==> src/rtl/aud_pkg.sv <==
package aud_pkg;
  localparam int OFS_CFG   = 'h00;
  localparam int OFS_CTRL  = 'h04;
  localparam int OFS_FMT   = 'h10;
  localparam int OFS_FSTAT = 'h14;
  localparam int OFS_SSTAT = 'h1C;
  localparam int OFS_DIV   = 'h30;
  localparam int OFS_DATA  = 'h34;

  localparam int CFG_EN     = 0;
  localparam int CFG_FSM    = 1;
  localparam int CFG_BCM    = 2;
  localparam int CFG_SRST   = 3;
  localparam int CFG_I2S    = 4;
  localparam int CFG_INTC   = 5;
  localparam int CFG_REPLAY = 6;
  localparam int CFG_TXTHR_LSB = 8;
  localparam int CFG_RXTHR_LSB = 12;
  localparam int THR_W = 4;

  localparam int CTL_CAP    = 0;
  localparam int CTL_PLAY   = 1;
  localparam int CTL_LOOP   = 2;
  localparam int CTL_IE_TXS = 3;
  localparam int CTL_IE_RXS = 4;
  localparam int CTL_IE_TUR = 5;
  localparam int CTL_IE_ROR = 6;
  localparam int CTL_RFL    = 7;
  localparam int CTL_TFL    = 8;
  localparam int CTL_TXDMA  = 14;
  localparam int CTL_RXDMA  = 15;

  localparam int STAT_TXLVL_LSB = 8;
  localparam int STAT_TUR = 16;
  localparam int STAT_ROR = 17;
  localparam int SST_BUSY = 2;

  localparam logic [31:0] CFG_WMASK  = 32'h0000_FF77;
  localparam logic [31:0] CTRL_WMASK = 32'h0000_C1FF;
  localparam logic [31:0] FMT_WMASK  = 32'h0000_3011;
  localparam logic [31:0] DIV_WMASK  = 32'h0000_0F0F;
  localparam logic [31:0] FLUSH_BITS = 32'h0000_0180;

  typedef enum logic [2:0] {
    SEL_NONE, SEL_CFG, SEL_CTRL, SEL_FMT, SEL_FSTAT, SEL_SSTAT, SEL_DIV, SEL_DATA
  } reg_sel_e;
endpackage

==> src/rtl/aud_sfifo.sv <==
module aud_sfifo #(
  parameter int W     = 32,
  parameter int DEPTH = 32,
  localparam int AW   = $clog2(DEPTH),
  localparam int LW   = $clog2(DEPTH + 1)
) (
  input  logic          clk,
  input  logic          rst_n,
  input  logic          clr,
  input  logic          push,
  input  logic [W-1:0]  din,
  input  logic          pop,
  output logic [W-1:0]  dout,
  output logic [LW-1:0] level,
  output logic          full,
  output logic          empty
);
  logic [W-1:0]  mem [DEPTH];
  logic [AW-1:0] wp, rp;
  logic          do_push, do_pop;

  assign full    = (level == LW'(DEPTH));
  assign empty   = (level == '0);
  assign do_push = push && !full;
  assign do_pop  = pop && !empty;
  assign dout    = mem[rp];

  function automatic logic [AW-1:0] bump(input logic [AW-1:0] p);
    return (p == AW'(DEPTH - 1)) ? '0 : p + 1'b1;
  endfunction

  always_ff @(posedge clk or negedge rst_n) begin
    if (!rst_n) begin
      wp    <= '0;
      rp    <= '0;
      level <= '0;
    end else if (clr) begin
      wp    <= '0;
      rp    <= '0;
      level <= '0;
    end else begin
      if (do_push) wp <= bump(wp);
      if (do_pop)  rp <= bump(rp);
      level <= level + LW'(do_push) - LW'(do_pop);
    end
  end

  always_ff @(posedge clk) begin
    if (do_push && !clr) mem[wp] <= din;
  end
endmodule

==> src/rtl/aud_regs.sv <==
module aud_regs
  import aud_pkg::*;
#(
  parameter int ADDR_W     = 8,
  parameter int DATA_W     = 32,
  parameter int LVL_W      = 6,
  parameter int RX_THR_RST = 7,
  parameter int TX_THR_RST = 8
) (
  input  logic              clk,
  input  logic              rst_n,
  input  logic              bus_sel,
  input  logic              bus_wr,
  input  logic [ADDR_W-1:0] bus_addr,
  input  logic [31:0]       bus_wdata,
  output logic [31:0]       bus_rdata,
  input  logic [LVL_W-1:0]  tx_lvl,
  input  logic [LVL_W-1:0]  rx_lvl,
  input  logic [DATA_W-1:0] rx_head,
  input  logic              rx_empty,
  input  logic              eng_busy,
  input  logic              tur_evt,
  input  logic              ror_evt,
  output logic [31:0]       cfg_q,
  output logic [31:0]       ctrl_q,
  output logic [31:0]       fmt_q,
  output logic [31:0]       div_q,
  output logic              tur_st,
  output logic              ror_st,
  output logic              soft_rst,
  output logic              data_push,
  output logic              data_pop
);
  localparam logic [31:0] CFG_RST =
    (32'(RX_THR_RST) << CFG_RXTHR_LSB) | (32'(TX_THR_RST) << CFG_TXTHR_LSB);

  reg_sel_e          sel;
  logic [ADDR_W-1:0] wa;
  logic              wr, rd;
  logic [31:0]       stat;
  logic              unused_addr;

  assign wa          = {bus_addr[ADDR_W-1:2], 2'b00};
  assign unused_addr = ^bus_addr[1:0];
  assign wr          = bus_sel && bus_wr;
  assign rd          = bus_sel && !bus_wr;

  always_comb begin
    if      (wa == ADDR_W'(OFS_CFG))   sel = SEL_CFG;
    else if (wa == ADDR_W'(OFS_CTRL))  sel = SEL_CTRL;
    else if (wa == ADDR_W'(OFS_FMT))   sel = SEL_FMT;
    else if (wa == ADDR_W'(OFS_FSTAT)) sel = SEL_FSTAT;
    else if (wa == ADDR_W'(OFS_SSTAT)) sel = SEL_SSTAT;
    else if (wa == ADDR_W'(OFS_DIV))   sel = SEL_DIV;
    else if (wa == ADDR_W'(OFS_DATA))  sel = SEL_DATA;
    else                               sel = SEL_NONE;
  end

  assign soft_rst  = wr && (sel == SEL_CFG) && bus_wdata[CFG_SRST];
  assign data_push = wr && (sel == SEL_DATA);
  assign data_pop  = rd && (sel == SEL_DATA) && !rx_empty;

  always_ff @(posedge clk or negedge rst_n) begin
    if (!rst_n) begin
      cfg_q  <= CFG_RST;
      ctrl_q <= '0;
      fmt_q  <= '0;
      div_q  <= '0;
      tur_st <= 1'b0;
      ror_st <= 1'b0;
    end else if (soft_rst) begin
      cfg_q  <= CFG_RST;
      ctrl_q <= '0;
      fmt_q  <= '0;
      div_q  <= '0;
      tur_st <= 1'b0;
      ror_st <= 1'b0;
    end else begin
      if (wr && sel == SEL_CFG) cfg_q <= bus_wdata & CFG_WMASK;
      if (wr && sel == SEL_CTRL) ctrl_q <= bus_wdata & CTRL_WMASK;
      else                       ctrl_q <= ctrl_q & ~FLUSH_BITS;
      if (wr && sel == SEL_FMT) fmt_q <= bus_wdata & FMT_WMASK;
      if (wr && sel == SEL_DIV) div_q <= bus_wdata & DIV_WMASK;
      tur_st <= tur_evt || (tur_st && !(wr && sel == SEL_FSTAT && bus_wdata[STAT_TUR]));
      ror_st <= ror_evt || (ror_st && !(wr && sel == SEL_FSTAT && bus_wdata[STAT_ROR]));
    end
  end

  always_comb begin
    stat = '0;
    stat[STAT_TXLVL_LSB +: LVL_W] = tx_lvl;
    stat[0 +: LVL_W]              = rx_lvl;
    stat[STAT_TUR]                = tur_st;
    stat[STAT_ROR]                = ror_st;
  end

  always_comb begin
    unique case (sel)
      SEL_CFG:   bus_rdata = cfg_q;
      SEL_CTRL:  bus_rdata = ctrl_q;
      SEL_FMT:   bus_rdata = fmt_q;
      SEL_FSTAT: bus_rdata = stat;
      SEL_SSTAT: bus_rdata = 32'(eng_busy) << SST_BUSY;
      SEL_DIV:   bus_rdata = div_q;
      SEL_DATA:  bus_rdata = rx_empty ? 32'h0 : 32'(rx_head);
      default:   bus_rdata = 32'h0;
    endcase
  end
endmodule

==> src/rtl/aud_fifo_ctrl.sv <==
module aud_fifo_ctrl
  import aud_pkg::*;
#(
  parameter int DATA_W       = 32,
  parameter int DEPTH        = 32,
  parameter int ADDR_W       = 8,
  parameter int RX_THR_RST   = 7,
  parameter int TX_THR_RST   = 8,
  parameter bit SHARED_FLUSH = 1'b0,
  localparam int LVL_W       = $clog2(DEPTH + 1)
) (
  input  logic              clk,
  input  logic              rst_n,
  input  logic              bus_sel,
  input  logic              bus_wr,
  input  logic [ADDR_W-1:0] bus_addr,
  input  logic [31:0]       bus_wdata,
  output logic [31:0]       bus_rdata,
  output logic              tx_valid,
  input  logic              tx_ready,
  output logic [DATA_W-1:0] tx_data,
  input  logic              rx_valid,
  output logic              rx_ready,
  input  logic [DATA_W-1:0] rx_data,
  output logic              dma_tx_req,
  output logic              dma_rx_req,
  output logic              irq,
  input  logic              eng_busy,
  output logic              port_en,
  output logic              fsync_master,
  output logic              bclk_master,
  output logic              i2s_mode,
  output logic              int_codec,
  output logic              fmt_msb,
  output logic              fmt_sysclk,
  output logic [3:0]        play_div,
  output logic [3:0]        cap_div
);
  logic [31:0]       cfg_q, ctrl_q, fmt_q, div_q;
  logic              tur_st, ror_st, soft_rst;
  logic              data_push, data_pop;
  logic [LVL_W-1:0]  tx_lvl, rx_lvl, tx_thr, rx_thr;
  logic [DATA_W-1:0] tx_head, rx_head, last_q, rx_in_data;
  logic              tx_full, tx_empty, rx_full, rx_empty;
  logic              play_act, cap_act, loop_on, tx_fire, tx_pop;
  logic              rx_in_valid, rx_push, tur_evt, ror_evt;
  logic              tx_clr, rx_clr, tx_svc, rx_svc;
  logic              unused_regs;

  aud_regs #(
    .ADDR_W(ADDR_W), .DATA_W(DATA_W), .LVL_W(LVL_W),
    .RX_THR_RST(RX_THR_RST), .TX_THR_RST(TX_THR_RST)
  ) u_regs (
    .clk(clk), .rst_n(rst_n),
    .bus_sel(bus_sel), .bus_wr(bus_wr), .bus_addr(bus_addr),
    .bus_wdata(bus_wdata), .bus_rdata(bus_rdata),
    .tx_lvl(tx_lvl), .rx_lvl(rx_lvl), .rx_head(rx_head), .rx_empty(rx_empty),
    .eng_busy(eng_busy), .tur_evt(tur_evt), .ror_evt(ror_evt),
    .cfg_q(cfg_q), .ctrl_q(ctrl_q), .fmt_q(fmt_q), .div_q(div_q),
    .tur_st(tur_st), .ror_st(ror_st), .soft_rst(soft_rst),
    .data_push(data_push), .data_pop(data_pop)
  );

  assign port_en  = cfg_q[CFG_EN];
  assign play_act = port_en && ctrl_q[CTL_PLAY];
  assign cap_act  = port_en && ctrl_q[CTL_CAP];
  assign loop_on  = ctrl_q[CTL_LOOP];

  // Transmit side: the engine pulls; empty handshakes emit a fill value.
  assign tx_valid = play_act;
  assign tx_fire  = tx_valid && tx_ready;
  assign tx_pop   = tx_fire && !tx_empty;
  assign tur_evt  = tx_fire && tx_empty;
  assign tx_data  = !tx_empty ? tx_head : (cfg_q[CFG_REPLAY] ? last_q : '0);

  always_ff @(posedge clk or negedge rst_n) begin
    if (!rst_n)        last_q <= '0;
    else if (soft_rst) last_q <= '0;
    else if (tx_pop)   last_q <= tx_head;
  end

  // Receive side: loopback feeds emitted transmit samples back in.
  assign rx_in_valid = loop_on ? tx_fire : rx_valid;
  assign rx_in_data  = loop_on ? tx_data : rx_data;
  assign rx_push     = cap_act && rx_in_valid && !rx_full;
  assign ror_evt     = cap_act && rx_in_valid && rx_full;
  assign rx_ready    = cap_act && !rx_full && !loop_on;

  generate
    if (SHARED_FLUSH) begin : g_shared_flush
      assign tx_clr = soft_rst || ctrl_q[CTL_TFL];
      assign rx_clr = soft_rst || ctrl_q[CTL_TFL];
    end else begin : g_split_flush
      assign tx_clr = soft_rst || ctrl_q[CTL_TFL];
      assign rx_clr = soft_rst || ctrl_q[CTL_RFL];
    end
  endgenerate

  aud_sfifo #(.W(DATA_W), .DEPTH(DEPTH)) u_txq (
    .clk(clk), .rst_n(rst_n), .clr(tx_clr),
    .push(data_push), .din(DATA_W'(bus_wdata)), .pop(tx_pop),
    .dout(tx_head), .level(tx_lvl), .full(tx_full), .empty(tx_empty)
  );

  aud_sfifo #(.W(DATA_W), .DEPTH(DEPTH)) u_rxq (
    .clk(clk), .rst_n(rst_n), .clr(rx_clr),
    .push(rx_push), .din(rx_in_data), .pop(data_pop),
    .dout(rx_head), .level(rx_lvl), .full(rx_full), .empty(rx_empty)
  );

  // Service thresholds
  assign tx_thr = LVL_W'(cfg_q[CFG_TXTHR_LSB +: THR_W]);
  assign rx_thr = LVL_W'(cfg_q[CFG_RXTHR_LSB +: THR_W]);
  assign tx_svc = port_en && (tx_lvl <= tx_thr);
  assign rx_svc = port_en && (rx_lvl >= rx_thr);

  assign dma_tx_req = tx_svc && ctrl_q[CTL_TXDMA];
  assign dma_rx_req = rx_svc && ctrl_q[CTL_RXDMA];
  assign irq = (tx_svc && ctrl_q[CTL_IE_TXS]) || (rx_svc && ctrl_q[CTL_IE_RXS]) ||
               (tur_st && ctrl_q[CTL_IE_TUR]) || (ror_st && ctrl_q[CTL_IE_ROR]);

  assign fsync_master = cfg_q[CFG_FSM];
  assign bclk_master  = cfg_q[CFG_BCM];
  assign i2s_mode     = cfg_q[CFG_I2S];
  assign int_codec    = cfg_q[CFG_INTC];
  assign fmt_msb      = fmt_q[0];
  assign fmt_sysclk   = fmt_q[4];
  assign play_div     = div_q[3:0];
  assign cap_div      = div_q[11:8];
  assign unused_regs  = ^{cfg_q, ctrl_q, fmt_q, div_q, tx_full};
endmodule

==> config.mk <==
export PLATFORM = sky130hd
export DESIGN_NAME = aud_fifo_ctrl
export DESIGN_NICKNAME = d
export VERILOG_FILES = /design/src/rtl/aud_pkg.sv /design/src/rtl/aud_sfifo.sv /design/src/rtl/aud_regs.sv /design/src/rtl/aud_fifo_ctrl.sv
export SDC_FILE = /design/constraint.sdc
export NUM_CORES = 2
export LEC_CHECK = 0
export BUFFER_PORTS_ARGS = -buffer_cell sky130_fd_sc_hd__buf_2
export CAP_MARGIN = 10
export CORE_AREA = 2 2 398 400
export DETAILED_ROUTE_END_ITERATION = 7
export DIE_AREA = 0 0 400 402
export GPL_TIMING_DRIVEN = 0
export PLACE_DENSITY = 0.71
export RECOVER_POWER = 25
export REMOVE_ABC_BUFFERS = 1
export SETUP_SLACK_MARGIN = 0.15
export SLEW_MARGIN = 20
export SYNTH_ARGS = -nofsm -noshare
export SYNTH_HDL_FRONTEND = slang
export SYNTH_SLANG_ARGS = --single-unit
export TNS_END_PERCENT = 50
==> constraint.sdc <==
create_clock -name clk -period 7 [get_ports clk]
set_input_delay 1.05 -clock clk [delete_from_list [all_inputs] [get_ports clk]]
set_output_delay 1.05 -clock clk [all_outputs]
set_load 0.01 [all_outputs]
# --- Word-level counts from Yosys, hierarchy flattened ---
# Memory sizes are Yosys's and may differ from the RTL's.
# Index checks and enable logic that the tools add are counted.
op_classes:
  add_sub_neg: 8
  multipliers: 0
  n_div: 0
  n_lt_le_gt_ge: 2
  eq_ne: 19
  shifts: 0
  n_mux: 43
  n_bitwise: 0
  n_reduce_logical: 68
ops:
  columns: ["cell", "n"]
  rows:
  - ["$mux 32", 14]
  - ["$pmux 32 s7", 1]
  - ["$mux 5", 12]
  - ["$logic_and 1x1->1", 39]
  - ["$mux 3", 7]
  - ["$add 5x1->5 const B", 4]
  - ["$eq 5x5->1 const B", 4]
  - ["$eq 6x3->1 const B", 3]
  - ["$reduce_bool 2->1", 9]
  - ["$add 6x1->6", 2]
  - ["$eq 3x3->1 const B", 4]
  - ["$eq 6x4->1 const B", 2]
  - ["$eq 6x6->1 const B", 2]
  - ["$logic_not 6->1", 2]
  - ["$mux 6", 2]
  - ["$sub 6x1->6", 2]
  - ["$logic_not 1->1", 10]
  - ["$logic_not 8->1", 1]
  - ["$logic_or 1x1->1", 7]
  - ["$mux 1", 7]
  - ["$eq 3x2->1 const B", 2]
  - ["$eq 6x1->1 const B", 1]
  - ["$ge 6x4->1", 1]
  - ["$le 6x4->1", 1]
  - ["$eq 3x1->1 const B", 1]
totals:
  register_bits: 194
  latchBits: 0
  mem_bits_rw: 2048
  mem_bits_ro: 0
  inputBits: 79
  output_inout_bits: 84
  wordCells: 156
  n_memories: 2
memory_table:
  columns: ["memory", "depth", "word_bits", "read_ports", "rd_clocked_by_memory_dff", "write_ports", "line", "text"]
  rows:
  - ["u_rxq.mem", 32, 32, 1, 0, 1, "aud_sfifo.sv:18", "logic [W-1:0] mem [DEPTH];"]
  - ["u_txq.mem", 32, 32, 1, 0, 1, "aud_sfifo.sv:18", null]

# --- Depth between registers and ports, before layout ---
logic_depth:
  depth_word: 16
  mapped_depth: 18
  mapped_depth_nobuf: 15

# --- By module ---
# Synthesis repeated with hierarchy kept, for this count alone.
hier_totals:
  cells_unflattened: 4611
  area_unflattened_um2: 85555.8
modules_own_cells:
  columns: ["module", "instances", "cells_each", "area_per_inst_um2", "seq_area_each_um2"]
  rows:
  - ["aud_sfifo at u_txq", 1, 2040, 40347.4, 31149.9]
  - ["aud_sfifo at u_rxq", 1, 1970, 40033.4, 31149.9]
  - ["aud_regs", 1, 335, 2827.7, 980.9]
  - ["aud_fifo_ctrl", 1, 266, 2347.3, 800.8]

# --- Least setup slack after synthesis ---
# Ideal clock, no wire load.
synth_timing:
  path_kind: "in2reg"
  start: "input port bus_addr[7]"
  end: "memory u_txq.mem[28][0] (enable)"
  setup_time_ns: 0.421
  t_arrival_ns: 3.486
  t_required_ns: 6.579
  setup_slack_ns: 3.093
  stages: 5
  n_path_buf: 0
  path_cell_list: "nor4b_4 -> nand4_1 -> nor2_1 -> nand2_1 -> nor2_1"
synth_via:
  elab_chain_cells: 16
  word_cells_on_any_way: 25
  classes_between: "eq/ne: 8; mux: 9; reduce/logical: 8"
synth_rtl:
  columns: ["element", "line", "text"]
  rows:
  - ["start: declaration", "aud_fifo_ctrl.sv:16", "input logic [ADDR_W-1:0] bus_addr,"]
  - ["$eq 6x4->1", "aud_regs.sv:55", "else if (wa == ADDR_W'(OFS_DATA)) sel = SEL_DATA;"]
  - ["$mux 3", "aud_regs.sv:55", null]
  - ["$mux 3", "aud_regs.sv:54", "else if (wa == ADDR_W'(OFS_DIV)) sel = SEL_DIV;"]
  - ["$mux 3", "aud_regs.sv:53", "else if (wa == ADDR_W'(OFS_SSTAT)) sel = SEL_SSTAT;"]
  - ["$mux 3", "aud_regs.sv:52", "else if (wa == ADDR_W'(OFS_FSTAT)) sel = SEL_FSTAT;"]
  - ["$mux 3", "aud_regs.sv:51", "else if (wa == ADDR_W'(OFS_FMT)) sel = SEL_FMT;"]
  - ["$mux 3", "aud_regs.sv:50", "else if (wa == ADDR_W'(OFS_CTRL)) sel = SEL_CTRL;"]
  - ["$mux 3 (*)", "aud_regs.sv:49", "if (wa == ADDR_W'(OFS_CFG)) sel = SEL_CFG;"]
  - ["$eq 3x1->1", "aud_regs.sv:59", "assign soft_rst = wr && (sel == SEL_CFG) && bus_wdata[CFG_SRST];"]
  - ["$logic_and 1x1->1 (2 in a row)", "aud_regs.sv:59", null]
  - ["$logic_or 1x1->1", "aud_fifo_ctrl.sv:94", "assign tx_clr = soft_rst || ctrl_q[CTL_TFL];"]
  - ["$logic_not 1->1", "aud_sfifo.sv:49", "if (do_push && !clr) mem[wp] <= din;"]
  - ["$logic_and 1x1->1 (*)", "aud_sfifo.sv:49", null]
  - ["$mux 1 (*)", "aud_sfifo.sv:49", null]
  - ["$mux 1 (not written as such) (*)", "aud_sfifo.sv:49", null]
  - ["end: declaration", "aud_sfifo.sv:18", null]
# Every way passes the cells marked *; elsewhere a longest branch is shown, timed or not.

# --- Final worst setup path ---
layout_timing:
  start: "register u_txq.rp[3]"
  end: "output port tx_data[29]"
layout_via:
  elab_chain_cells: 2
layout_rtl:
  columns: ["element", "line", "text"]
  rows:
  - ["start: declaration", "aud_sfifo.sv:19", "logic [AW-1:0] wp, rp;"]
  - ["start signal: assignment", "aud_sfifo.sv:43", "if (do_pop) rp <= bump(rp);"]
  - ["$mem_v2 32x32", null, null]
  - ["$mux 32", "aud_fifo_ctrl.sv:74", "assign tx_data = !tx_empty ? tx_head : (cfg_q[CFG_REPLAY] ? last_q : '0);"]
  - ["end: declaration", "aud_fifo_ctrl.sv:21", "output logic [DATA_W-1:0] tx_data,"]
# No other way between the ends.

==> flow_metrics.py <==
metrics = {
    "yosys": {
        "yosys.cell_count.top_type": "edfxtp_1",
        "ys_seq_area_frac": 0.749,
        "yosysTopAreaCell": "edfxtp_1",
        "netlist.area_leader.share": 0.718,
        "synth.avg_cell_area_um2": 19.6,
        "synth_warnings": 0,
        "synth_edf_count": 2048,
        "synthFlopType": "edfxtp_1",
        "synth_cell_types": 64,
        "async_reset_ff_frac": 0.0479,
        "yosys-top-cells-count": "edfxtp_1, mux4_2, mux2i_1",
        "synthesis.area_um2": 85600,
        "synthTopCellsByArea": "edfxtp_1, mux4_2, mux2i_1",
        "ys_seq_elements": 2151,
        "syn_inst": 4365,
    },
    "cts": {
        "cts_resized": 0,
        "clock_path_buffers": 3,
        "clock_latency_ns": 0.85,
        "cts_tree": "yes",
        "postCtsSetupBuffers": 0,
        "numCtsBuffers": 200,
        "h-tree-depth": 4,
        "cts_hold_buffers": 0,
        "cts-root-buf": "clkbuf_16",
        "cts.sink_count": 2151,
        "clk_pin_slew_ns": 0.06,
    },
    "floorplanning": {
        "die_width_um": 400,
        "die_height_um": 402,
        "rows": 146,
        "io_pins": 163,
        "die_area_um2": 161000,
        "start_util": 0.545,
        "core_um2": 157000,
    },
    "worst_setup_path": {
        "cp_cell_sequence": "clkinv_2, buf_12, nor3_2, buf_4, buf_4, a32oi_1, nand3_1, buf_2",
        "worst_path_max_delay_cell": "dfrtp_4",
        "crit_type": "register to output pin",
        "cp-start-kind": "register",
        "path_common_cell": "buf_4",
        "cp_max_fo": 60,
        "path_delay_family": "buffers and inverters",
        "critPathArrivalTime_ns": 4.89,
        "endpoint_kind": "output pin",
        "cp.required_ns": 5.95,
        "cp_num_buf_inv": 5,
        "critical_path.max_stage_delay_ns": 0.99,
        "worst-r2r-setup-slack_ns": 2.12,
    },
    "sta": {
        "fin_worst_skew_ns": 0.0319,
        "fmax_ghz": 0.168,
        "period_minus_slack_ns": 5.94,
        "worst_slew_pin_slew_ns": 2.73,
        "timing_hold_violations_final": 0,
        "setup_viol": 0,
        "slew_viol_final": 435,
        "grt_setup_unrepaired": "false",
        "min_period_over_period": 0.849,
        "hold-worst-slack_ns": 0.504,
        "tns_ns": 0,
        "slew_headroom": -0.820,
    },
    "final_layout": {
        "nets": 4792,
        "drive_gt1_frac": 0.249,
        "fillers": 10156,
        "syn2layout_area_growth_pct": 16.3,
    },
    "place": {
        "port-buffer-count": 160,
        "dp_hpwl_um": 149000,
        "gp_congestion": 0.822,
    },
    "global_routing": {
        "grt_remaining_overflow": 0,
        "antenna_found_initial": 11,
        "grtUsageTotal": 0.297,
        "grt_pass1_vias": 45845,
        "grt_pass1_wl_um": 335000,
        "grt_max_degree": 78,
    },
    "route": {
        "drtPass1Iterations": 8,
        "dr.first_iter.drc_count": 7131,
        "antenna_left": 0,
        "num_vias": 46928,
        "routed_via_density": 6.78,
        "wl_um": 239000,
        "wl_per_cell_um": 34.5,
        "drc_errors": 0,
    },
    "min_path": {
        "hold_path.class": "register to register",
    },
    "job": {
        "drv_cap": 13,
    },
    "outcome": {
        "outcome": "finished with violations",
        "violations": "max-capacitance violations, max-slew violations",
    },
    "power": {
        "p_leak_uw": 0.0311,
        "p_per_area_nw_per_um2": 267,
        "peakVddDrop_mv": 0.248,
    },
}
-- layout make-up --
| class | instances | area (um^2) | share of cell area |
|---|---|---|---|
| diodes | 14 | 35.0 | 0.000352 |
| clock buffers | 248 | 5230 | 0.0525 |
| clock inverters | 123 | 1090 | 0.0109 |
| inverters | 40 | 166 | 0.00167 |
| multi-input cells | 1912 | 20700 | 0.208 |
| flip-flops and latches | 2151 | 64100 | 0.644 |
| well taps | 2072 | 2590 | 0.0261 |
| repair buffers | 365 | 5570 | 0.0560 |
-- stage by stage --
step | power (uW) | instance area [um^2] | setup WS (ns) | utilization | std cells
2_1_floorplan | 16000 | 84400 | -8.51 | - | 4103
3_3_place_gp | 16600 | 87800 | -14.64 | 0.559 | 6335
3_5_place_dp | 16200 | 93200 | 1.73 | 0.593 | 6540
4_1_cts | 26600 | 99500 | 1.26 | 0.633 | 6911
5_1_grt | 27200 | 99500 | 1.13 | 0.633 | 6918
6_report | 26500 | 99500 | 1.06 | 0.633 | 6925
-- cell families (layout without fill, tap and decap cells) --
group / after synthesis / count (layout) / synth area share
DFF: 2151 / 2151 / 0.749
and+or+nand+nor: 547 / 547 / 0.0293
buffers and inverters: 302 / 776 / 0.0159
muxes: 828 / 828 / 0.159
adders and majority gates: 43 / 43 / 0.00646
other: 0 / 14 / 0
AOI/OAI and AO/OA: 486 / 486 / 0.0396
xor gates and xnor gates: 8 / 8 / 0.000819
-- metal layers --
| layer | GRT usage | part of all wire | up-vias |
|---|---|---|---|
| li1 | - | - | 18610 |
| met1 | 0.409 | 0.37 | 24234 |
| met2 | 0.449 | 0.46 | 3356 |
| met3 | 0.0730 | 0.11 | 720 |
| met4 | 0.142 | 0.057 | 8 |
| met5 | 0 | 0.00019 | - |
-- cells in the final DEF, fill, tap and decap left out, types with 10 or more instances in the layout --
cell type and instances:
edfxtp_1 2048, mux4_2 419, mux2i_1 336, clkbuf_16 200, nor2_1 155, a22oi_1 139, buf_2 127, a21oi_1 118
nand2_1 116, buf_16 115, dfrtp_1 89, nand3_1 77, clkbuf_1 77, buf_12 76, a211oi_1 73, mux2_2 73
nor2_4 68, clkinv_1 55, ha_1 41, nor3_1 37, o211ai_1 37, inv_1 35, a32oi_1 32, clkinv_2 29
o21ai_0 23, nand3b_1 19, a22o_1 15, bufinv_16 15, diode_2 14, buf_4 11, and2_1 10, nor2b_1 10
-- final timing paths --
| path | start | to | cells after the start |
|---|---|---|---|
| max | u_txq.rp[3]$_DFFE_PN0P_ | tx_data[29] | 8 |
| min | u_regs.cfg_q[2]$_DFFE_PN0P_ | u_regs.cfg_q[2]$_DFFE_PN0P_ | 2 |
| max reg2reg | u_txq.level[4]$_DFF_PN0_ | u_txq.level[4]$_DFF_PN0_ | 15 |
| min reg2reg | u_regs.cfg_q[2]$_DFFE_PN0P_ | u_regs.cfg_q[2]$_DFFE_PN0P_ | 2 |
| max in group asynchronous | rst_n | last_q[16]$_DFFE_PN0P_ | 1 |
| min in group asynchronous | rst_n | last_q[23]$_DFFE_PN0P_ | 1 |
-- sequential cells by signal (all words and copies together) (netlist names), 6 cells and up --
register / flops
u_regs.ctrl_q: 11
last_q: 32
u_rxq.level: 6
u_regs.div_q: 8
u_txq.level: 6
u_txq.mem: 1024
u_rxq.mem: 1024
u_regs.cfg_q: 14
-- tightest hold or removal path, stage by stage (launching register included) --
cell	delay, ns
dfrtp_1	0.36
nand2_1	0.06
nand2_1	0.05
-- where the power goes --
group / internal [uW] / switching, uW
logic: 693 / 941
clock network: 5860 / 4710
registers: 14200 / 96.0
total: 20800 / 5740
No activity file was read; power rests on OpenSTA's default activity.
